==> src/rtl/xs_pkg.sv <==
package xs_pkg;

  localparam int XS_REQ_BYTES = 4;

  typedef enum logic [1:0] {
    XS_BYTE = 2'd0,
    XS_WORD = 2'd1,
    XS_LONG = 2'd2,
    XS_LALT = 2'd3
  } xs_size_e;

  // bytes covered by a size code; the spare code aliases the long word
  function automatic logic [2:0] xs_nbytes(input logic [1:0] sz);
    case (sz)
      XS_BYTE: xs_nbytes = 3'd1;
      XS_WORD: xs_nbytes = 3'd2;
      default: xs_nbytes = 3'd4;
    endcase
  endfunction

  // 16-bit cycles needed: ceil((offset + bytes) / 2)
  function automatic logic [1:0] xs_ncyc(input logic off, input logic [1:0] sz);
    logic [3:0] t;
    t = {3'd0, off} + {1'b0, xs_nbytes(sz)} + 4'd1;
    xs_ncyc = t[2:1];
  endfunction

endpackage

==> src/rtl/xs_lane_plan.sv <==
module xs_lane_plan
  import xs_pkg::*;
#(
  parameter int LANE_W = 8
) (
  input  logic                           off,
  input  logic [1:0]                     sz,
  input  logic [1:0]                     idx,
  input  logic [XS_REQ_BYTES*LANE_W-1:0] wdata,
  output logic [1:0]                     be,
  output logic [2*LANE_W-1:0]            lane_wdata
);

  localparam int REQ_W = XS_REQ_BYTES * LANE_W;

  logic [2:0] n;
  assign n = xs_nbytes(sz);

  // lane 0 = even address (high half of the bus word), lane 1 = odd address
  for (genvar l = 0; l < 2; l++) begin : g_lane
    int                rel;
    int                pick;
    logic              en_l;
    logic [LANE_W-1:0] byte_l;

    always_comb begin
      rel    = 2 * int'(idx) + l - int'(off);
      en_l   = (rel >= 0) && (rel < int'(n));
      pick   = en_l ? (int'(n) - 1 - rel) : 0;
      byte_l = wdata[LANE_W*pick +: LANE_W];
    end

    assign be[1-l]                               = en_l;
    assign lane_wdata[(1-l)*LANE_W +: LANE_W]    = byte_l;
  end

  // the picked byte index never leaves the request word
  always_comb begin
    a_r7_pick_range: assert (g_lane[0].pick * LANE_W < REQ_W && g_lane[1].pick * LANE_W < REQ_W);
  end

endmodule

==> src/rtl/xs_rd_merge.sv <==
module xs_rd_merge
  import xs_pkg::*;
#(
  parameter int LANE_W = 8
) (
  input  logic                           clk,
  input  logic                           rst,
  input  logic                           clr,
  input  logic                           cap,
  input  logic [1:0]                     be,
  input  logic [2*LANE_W-1:0]            rdata,
  output logic [XS_REQ_BYTES*LANE_W-1:0] acc_nxt
);

  localparam int ACC_W = XS_REQ_BYTES * LANE_W;

  logic [ACC_W-1:0] acc;

  // ascending addresses arrive most significant first: shift left, append
  always_comb begin
    case (be)
      2'b11:   acc_nxt = {acc[ACC_W-2*LANE_W-1:0], rdata};
      2'b10:   acc_nxt = {acc[ACC_W-LANE_W-1:0], rdata[2*LANE_W-1:LANE_W]};
      2'b01:   acc_nxt = {acc[ACC_W-LANE_W-1:0], rdata[LANE_W-1:0]};
      default: acc_nxt = acc;
    endcase
  end

  always_ff @(posedge clk) begin
    if (rst || clr) acc <= '0;
    else if (cap)   acc <= acc_nxt;
  end

  a_r8_clear_excl: assert property (@(posedge clk) disable iff (rst) clr |-> !cap);

endmodule

==> src/rtl/xfer_splitter.sv <==
module xfer_splitter
  import xs_pkg::*;
#(
  parameter int ADDR_W = 16,
  parameter int LANE_W = 8
) (
  input  logic                           clk,
  input  logic                           rst,
  input  logic                           req_start,
  input  logic                           req_write,
  input  logic [1:0]                     req_size,
  input  logic [ADDR_W-1:0]              req_addr,
  input  logic [XS_REQ_BYTES*LANE_W-1:0] req_wdata,
  output logic                           bus_valid,
  output logic                           bus_we,
  output logic [ADDR_W-1:0]              bus_addr,
  output logic [1:0]                     bus_be,
  output logic [2*LANE_W-1:0]            bus_wdata,
  input  logic [2*LANE_W-1:0]            bus_rdata,
  output logic                           done,
  output logic [XS_REQ_BYTES*LANE_W-1:0] rd_data
);

  localparam int REQ_W = XS_REQ_BYTES * LANE_W;
  localparam int BUS_W = 2 * LANE_W;

  logic             s_off;
  logic [1:0]       s_sz;
  logic [1:0]       s_idx;
  logic [REQ_W-1:0] s_wdata;

  logic             accept;
  logic             cur_last;
  logic             p_off;
  logic [1:0]       p_sz;
  logic [1:0]       p_idx;
  logic [REQ_W-1:0] p_wdata;
  logic [1:0]       p_be;
  logic [BUS_W-1:0] p_lanes;
  logic [REQ_W-1:0] acc_nxt;

  assign accept   = req_start && !bus_valid;
  assign cur_last = (s_idx == xs_ncyc(s_off, s_sz) - 2'd1);

  // plan the cycle about to be driven: first of a new request, or next one
  assign p_off   = accept ? req_addr[0] : s_off;
  assign p_sz    = accept ? req_size    : s_sz;
  assign p_idx   = accept ? 2'd0        : s_idx + 2'd1;
  assign p_wdata = accept ? req_wdata   : s_wdata;

  xs_lane_plan #(.LANE_W(LANE_W)) u_plan (
    .off        (p_off),
    .sz         (p_sz),
    .idx        (p_idx),
    .wdata      (p_wdata),
    .be         (p_be),
    .lane_wdata (p_lanes)
  );

  xs_rd_merge #(.LANE_W(LANE_W)) u_merge (
    .clk     (clk),
    .rst     (rst),
    .clr     (accept),
    .cap     (bus_valid && !bus_we),
    .be      (bus_be),
    .rdata   (bus_rdata),
    .acc_nxt (acc_nxt)
  );

  always_ff @(posedge clk) begin
    if (rst) begin
      bus_valid <= 1'b0;
      bus_we    <= 1'b0;
      bus_addr  <= '0;
      bus_be    <= '0;
      bus_wdata <= '0;
      done      <= 1'b0;
      rd_data   <= '0;
      s_off     <= 1'b0;
      s_sz      <= XS_BYTE;
      s_idx     <= '0;
      s_wdata   <= '0;
    end else begin
      done <= 1'b0;
      if (accept) begin
        bus_valid <= 1'b1;
        bus_we    <= req_write;
        bus_addr  <= {req_addr[ADDR_W-1:1], 1'b0};
        bus_be    <= p_be;
        bus_wdata <= p_lanes;
        s_off     <= req_addr[0];
        s_sz      <= req_size;
        s_idx     <= '0;
        s_wdata   <= req_wdata;
      end else if (bus_valid) begin
        if (cur_last) begin
          bus_valid <= 1'b0;
          bus_be    <= '0;
          done      <= 1'b1;
          if (!bus_we) rd_data <= acc_nxt;
        end else begin
          bus_addr  <= bus_addr + ADDR_W'(2);
          bus_be    <= p_be;
          bus_wdata <= p_lanes;
          s_idx     <= p_idx;
        end
      end
    end
  end

  // run length of consecutive bus cycles, for the cycle-count bound
  logic [2:0] run_q;
  always_ff @(posedge clk) begin
    if (rst)            run_q <= '0;
    else if (bus_valid) run_q <= run_q + 3'd1;
    else                run_q <= '0;
  end

  a_r4_max_three:  assert property (@(posedge clk) disable iff (rst) bus_valid |-> run_q < 3'd3);
  a_r5_addr_even:  assert property (@(posedge clk) disable iff (rst) bus_valid |-> !bus_addr[0]);
  a_r5_addr_step:  assert property (@(posedge clk) disable iff (rst)
                     (bus_valid && $past(bus_valid)) |-> bus_addr == $past(bus_addr) + ADDR_W'(2));
  a_r6_lane_live:  assert property (@(posedge clk) disable iff (rst) bus_valid |-> bus_be != 2'b00);
  a_r7_we_steady:  assert property (@(posedge clk) disable iff (rst)
                     (bus_valid && $past(bus_valid)) |-> $stable(bus_we));
  a_r8_done_after: assert property (@(posedge clk) disable iff (rst) done |-> $past(bus_valid) && !bus_valid);
  a_r8_done_pulse: assert property (@(posedge clk) disable iff (rst) done |=> !done);
  a_r11_launch:    assert property (@(posedge clk) disable iff (rst)
                     ($past(req_start) && !$past(bus_valid)) |-> bus_valid);

endmodule

==> config.mk <==
export PLATFORM = sky130hd
export DESIGN_NAME = xfer_splitter
export DESIGN_NICKNAME = d
export VERILOG_FILES = /design/src/rtl/xs_pkg.sv /design/src/rtl/xs_lane_plan.sv /design/src/rtl/xs_rd_merge.sv /design/src/rtl/xfer_splitter.sv
export SDC_FILE = /design/constraint.sdc
export NUM_CORES = 1
export LEC_CHECK = 0
export CAP_MARGIN = 40
export CELL_PAD_IN_SITES_DETAIL_PLACEMENT = 0
export CELL_PAD_IN_SITES_GLOBAL_PLACEMENT = 1
export CORE_ASPECT_RATIO = 2
export CORE_MARGIN = 1
export CORE_UTILIZATION = 42
export CTS_CLUSTER_SIZE = 25
export DETAILED_ROUTE_END_ITERATION = 10
export PLACE_DENSITY_LB_ADDON = 0.1
export SLEW_MARGIN = 10
export SYNTH_ARGS = -nofsm -noshare
export SYNTH_HDL_FRONTEND = slang
export SYNTH_HIERARCHICAL = 1
export SYNTH_SLANG_ARGS = --single-unit
==> constraint.sdc <==
create_clock -name clk -period 8.1 [get_ports clk]
set_input_delay 2.43 -clock clk [delete_from_list [all_inputs] [get_ports clk]]
set_output_delay 2.43 -clock clk [all_outputs]
set_load 0.02 [all_outputs]
## Word level (Yosys, flattened, before mapping)

Index checks and enable logic that the tools add are counted.

| storage, ports and cells | value |
|---|---|
| flip-flop bits (word level) | 138 |
| word-level logic and storage cells | 78 |
| output and inout bits | 69 |
| input bits | 70 |

| operators by class | value |
|---|---|
| order comparisons | 4 |
| mux-type cells | 22 |
| reductions and logical operators | 15 |
| bitwise operators | 4 |
| shifts and indexed selects | 2 |
| add/sub/neg operators | 11 |
| equality and inequality tests | 7 |

Operators by type and width:

| kind | number |
|---|---|
| $mux W16 | 6 |
| $pmux W32 S3 | 1 |
| $shiftx A32 B32 Y8 | 2 |
| $mux W29 | 2 |
| $mux W32 | 1 |
| $add A16 B2 Y16 const B | 1 |
| $pmux W3 S2 | 2 |
| $mux W2 | 5 |
| $eq A2 B1 Y1 const B | 3 |
| $sub A4 B5 Y6 | 1 |
| $ge A5 B1 Y1 const B | 1 |
| $lt A5 B4 Y1 | 1 |
| $mux W1 | 5 |
| $sub A4 B1 Y5 | 1 |
| $sub A4 B4 Y5 | 1 |
| $add A3 B1 Y4 const B | 1 |
| $eq A2 B2 Y1 const B | 2 |
| $ge A4 B1 Y1 const B | 1 |
| $logic_and A1 B1 Y1 | 4 |
| $logic_not A2 Y1 | 2 |
| $lt A4 B4 Y1 | 1 |
| $not A1 Y1 | 4 |
| $reduce_and A2 Y1 | 2 |
| $reduce_and A4 Y1 | 1 |
| 13 further kinds | 14 |

## Longest topological paths before layout

| logic depth | value |
|---|---|
| depth after elaboration | 12 |
| gate-level depth with buffers | 18 |

## Hierarchy

The synthesis kept the hierarchy.

Modules (own cells, without submodules):

| module | cells an instance | times used | seq. area each (um^2) | area an instance (um^2) |
|---|---|---|---|---|
| xfer_splitter | 561 | 1 | 2,102.0 | 4,311.6 |
| xs_rd_merge | 225 | 1 | 640.6 | 1,914.3 |
| xs_lane_plan | 143 | 1 | 0.0 | 1,149.9 |

## Worst setup path before layout

Ideal clock, no wire load.

| timing path | value |
|---|---|
| path type | input-to-reg |
| from | input req_start |
| to | register bus_wdata[12] |
| data required time | 8,030 ps |
| data arrival time | 5,805 ps |
| buffers on the path | 4 |
| slack | 2,225 ps |
| stages on the path | 18 |
| cells stage by stage | nand2b_1 > clkbuf_1 > inv_2 > buf_1 > nor2_1 > inv_1 > ha_1 > xor2_1 > ha_1 > a211oi_1 > ha_1 > nor2b_1 > buf_1 > clkbuf_1 > nor2_1 > a311oi_2 > nand3_1 > a21oi_1 |

RTL lines:

| what | RTL line | source |
|---|---|---|
| from (decl) | xfer_splitter.sv:9 | `input logic req_start,` |
| $logic_and A1 B1 Y1 * | xfer_splitter.sv:42 | `assign accept = req_start && !bus_valid;` |
| named net accept | xfer_splitter.sv:32 | `logic accept;` |
| $mux W2 * | xfer_splitter.sv:48 | `assign p_idx = accept ? 2'd0 : s_idx + 2'd1;` |
| named net p_idx[0] | xfer_splitter.sv:36 | `logic [1:0] p_idx;` |
| $sub A3 B1 Y4 * | xs_lane_plan.sv:27 | `rel = 2 * int'(idx) + l - int'(off);` |
| $ge A4 B1 Y1 or $lt A4 B4 Y1 (tied branches) | xs_lane_plan.sv:28 | `en_l = (rel >= 0) && (rel < int'(n));` |
| $logic_and A1 B1 Y1 * | xs_lane_plan.sv:28 |  |
| named net u_plan.g_lane[0].en_l | xs_lane_plan.sv:23 | `logic en_l;` |
| $mux W29 * | xs_lane_plan.sv:29 | `pick = en_l ? (int'(n) - 1 - rel) : 0;` |
| $shiftx A32 B32 Y8 * | xs_lane_plan.sv:30 | `byte_l = wdata[LANE_W*pick +: LANE_W];` |
| named net p_lanes[12] | xfer_splitter.sv:39 | `logic [BUS_W-1:0] p_lanes;` |
| $mux W16 | xfer_splitter.sv:96 | `if (cur_last) begin` |
| $mux W16 | xfer_splitter.sv:95 | `end else if (bus_valid) begin` |
| $mux W16 * | xfer_splitter.sv:85 | `if (accept) begin` |
| to (signal assigned) | xfer_splitter.sv:90 | `bus_wdata <= p_lanes;` |
| to (signal assigned) | xfer_splitter.sv:104 | `bus_wdata <= p_lanes;` |
| to (decl) | xfer_splitter.sv:18 | `output logic [2*LANE_W-1:0] bus_wdata,` |

Mark *: on every way through the listed nets, which the timed path passes. The rest lies on a longest branch. The select of a mux whose other input is x is not followed.
A chain may end at the register's enable or synchronous reset.

## Worst setup path after layout

| timing path | value |
|---|---|
| from | input req_start |
| to | register bus_wdata[11] |

RTL lines:

| what | RTL line | source |
|---|---|---|
| $logic_and A1 B1 Y1 * | xfer_splitter.sv:42 |  |
| $mux W2 * | xfer_splitter.sv:48 |  |
| named net p_idx[1] | xfer_splitter.sv:36 |  |
| $sub A3 B1 Y4 * | xs_lane_plan.sv:27 |  |
| $ge A4 B1 Y1 or $lt A4 B4 Y1 (tied branches) | xs_lane_plan.sv:28 |  |
| $logic_and A1 B1 Y1 * | xs_lane_plan.sv:28 |  |
| named net p_be[1] | xfer_splitter.sv:38 | `logic [1:0] p_be;` |
| $mux W29 * | xs_lane_plan.sv:29 |  |
| $shiftx A32 B32 Y8 * | xs_lane_plan.sv:30 |  |
| named net p_lanes[11] | xfer_splitter.sv:39 |  |
| $mux W16 | xfer_splitter.sv:96 |  |
| $mux W16 | xfer_splitter.sv:95 |  |
| $mux W16 * | xfer_splitter.sv:85 |  |

Marks and branches as above.

==> impl_metrics.ini <==
[status]
status = finished clean

[min_path]
hold_path_class = reg2reg
hp-start = u_merge/acc[25]

[setup_path]
cp-end-kind = register
required_ns = 8.45
crit_slowest_cell = clkdlybuf4s50_1
crit_fanout = 52
slowest_delay_ns = 0.57
rr_startpoint = bus_valid
crit_arrival_ns = 6.54
cp-startpoint = req_start
timing.critical_path.cells = clkdlybuf4s50_1, nand2b_2, inv_2, buf_4, nor2_1, xor2_1, ha_1, a211oi_1, ha_1, nand3_2, mux2_2, nor2_1, a311oi_2, nand3_1, a21oi_1
cp_num_buf_inv = 3
cp_top_family = buffers and inverters
startpoint_type = primary input
worstSetupPathType = in2reg

[run]
drv_cap = 0

[finish]
antenna_cells = 0
num-nets-final = 1113
layout_common_cells = nand2_1 (225), dfxtp_1 (137), clkdlybuf4s50_1 (136)
multi_input_area_mm2 = 0.004202
register_area_mm2 = 0.002743
fillers = 1689
area_growth_pct = 27.65
drive_gt1_share_pct = 12.74
layout_commonest_cell = nand2_1
final_core_util_pct = 54.78
fin_cells = 1254

[clock_tree]
cts_setup_buffers = 0
clk_path_buf_depth = 2
clock_sinks = 137
post_cts_resized = 0
cts-root-buf = clkbuf_16
cts_buffers = 17
ctsHtreeMaxLevel = 4
cts_tree = built
postCtsHoldBufs = 0
clkTransAtPathRegs_ns = 0.06
worstSkewPairLatency_ns = 0.43

[global_routing]
track_usage_pct = 28.71
grt_pass1_wl_um = 38540
grt_pass1_vias = 7065
overflow = 0
antenna_found_initial = 0
grt_max_degree = 74

[power_and_ir_drop]
pwr-share-seq_pct = 33.8
p_int_w = 0.001513
p_sw_w = 0.0007452
power_frac_comb_pct = 29.2
ir_worst_vdd_v = 0.0001610
power.leakage_nw = 3.488
switching_share_pct = 33.01
power-per-cell-area_mw_per_mm2 = 239.8
pwr-share-clk_pct = 37.0

[drt]
ant_nets = 0
wl_per_cell_um = 19.95
drt-met1-wl_um = 8291
vias = 7093
routed.top_layer = met4
wl_met2_um = 13550
routed_wl_um = 25020
dr.first_iter.drc_count = 273
dr_wl_met3_um = 859
firstDrtPassIters = 5
viasPerCell = 5.656
drc_errors = 0

[sta]
finalCritPeriodShare_pct = 76.40
fin_crit_ns = 6.188
timing.fmax_mhz = 161.6
drv_slew = 0
skew_ns = 0.009715
finalSetupViolCount = 0
worst_hold_slack_ns = 0.4512
final-hold-violation-count = 0
worstMarginPinSlew_ns = 0.8332
fin_tns_setup_ns = 0
rsz0062_at_grt = false
relSlewSlack_pct = 44.45

[synth]
synthFlopType = dfxtp_1
yosysSeqAreaShare_pct = 37.18
synth-edff-count = 0
synth.avg_cell_area_um2 = 7.940
ys_ff_latch = 137
synth_cell_type_count = 66
syn-cell-area_mm2 = 0.007376
ys_async_sr_fraction_pct = 0
syn_nets = 1010
synth_cells = 929
ys_warn_count = 6

[floorplan]
die_y_um = 189.4
io_pins = 139
row_count = 68
die_w_um = 95.71
die_area_mm2 = 0.01813
coreArea_mm2 = 0.01719
start_util_pct = 42.92

[placement]
dp_hpwl_um = 18450
placed_cells = 1223
port_buffers = 137
gp_congestion = 0.9780
final timing paths:
check / end / slack (ns) / depth (start not counted)
max reg2reg: bus_wdata[11] / 4.11 / 14
min: u_merge/acc[25] / 0.45 / 2
min reg2reg: u_merge/acc[25] / 0.45 / 2
max: bus_wdata[11] / 1.91 / 15
synth_stat cells, types with 3 or more instances:
library cell  instances  area (um^2)
nand2_1             225        844.6
inv_1                13        48.80
xnor2_1               4        35.03
clkbuf_1             28        105.1
a311oi_2              8        120.1
nor3b_1               3        22.52
and2_1                3        18.77
o22ai_1              13        81.33
dfxtp_1             137         2743
nor3_1                5        25.02
o31ai_2              16        200.2
buf_6                 7        78.83
ha_1                  9        112.6
nand4b_1              3        26.28
a31oi_1               3        18.77
nor2_2                8        50.05
buf_1                10        37.54
nand4_1               4        25.02
a211oi_1             10        75.07
a21oi_1             120        600.6
o22ai_2              20        250.2
a311oi_1              5        43.79
a2111oi_2             7        105.1
mux2i_1              18        180.2
o21a_1                3        22.52
a2bb2oi_1             8        70.07
buf_2                17        85.08
mux2_2                8        90.09
nor2_1               83        311.6
o21ai_0              33        165.2
nor2b_1               3        18.77
nand3_1              32        160.2
o31ai_1              13        97.59
a211o_1               3        26.28
buf_4                 6        45.04
worst register-to-register path: stages, from the launching register on:
cell and delay (ns):
dfxtp_1 0.31, nand2b_2 0.34, inv_2 0.18, buf_4 0.51
nor2_1 0.25, xor2_1 0.34, ha_1 0.29, a211oi_1 0.25
ha_1 0.30, nand3_2 0.23, mux2_2 0.32, nor2_1 0.04
a311oi_2 0.31, nand3_1 0.11, a21oi_1 0.16
per-layer routing:
layer	up-vias	track usage, %
met1	3332	26.31
met4	0	24.28
met3	82	4.297
met2	215	52.83
li1	3464	-
met5	-	0
registers in the layout, summed over array words and instances (netlist names), 2 cells and up:
name / cells
rd_data: 32
s_sz: 2
s_wdata: 32
bus_wdata: 16
u_merge/acc: 32
bus_be: 2
s_idx: 2
bus_addr: 15
power groups by stage:
| stage | Clock [W] | Combinational (W) | Sequential [W] |
|---|---|---|---|
| finish | 0.000835 | 0.000659 | 0.000764 |
| global route | 0.000874 | 0.000711 | 0.000769 |
| CTS | 0.000847 | 0.000656 | 0.000764 |
| detailed placement | 0 | 0.000654 | 0.000778 |
| global placement | 0 | 0.000642 | 0.000779 |
| floorplan | 0 | 0.000417 | 0.000797 |
final cells by class:
cell class | instances | share of cell area [%]
clock buffer | 20 | 4.850
clock inverter | 11 | 1.807
inverter | 14 | 0.5581
multi-input combinational | 708 | 44.62
sequential | 137 | 29.13
tap | 210 | 2.791
timing repair buffer | 154 | 16.24
cells by family (layout without fill, tap and decap cells):
group / after synthesis / count (layout) / synth area share (%)
adders and majority gates: 11 / 11 / 2.070
AOI/OAI and AO/OA: 277 / 277 / 27.99
other: 2 / 2 / 0.1018
buffers and inverters: 84 / 199 / 6.022
muxes: 26 / 26 / 3.664
DFF: 137 / 137 / 37.18
xor gates and xnor gates: 7 / 7 / 0.9330
and+or+nand+nor: 385 / 385 / 22.04
metrics by stage:
| stage | area [um^2] | power, W | setup slack, ns |
|---|---|---|---|
| 2_1_floorplan | 7376 | 0.001215 | 2.225 |
| 4_1_cts | 9415 | 0.002267 | 1.959 |
| 3_3_place_gp | 8726 | 0.001421 | 1.737 |
| 5_1_grt | 9415 | 0.002354 | 1.631 |
| 3_5_place_dp | 8788 | 0.001432 | 1.536 |
| 6_report | 9415 | 0.002258 | 1.912 |
(Power assumes the default switching activity.)
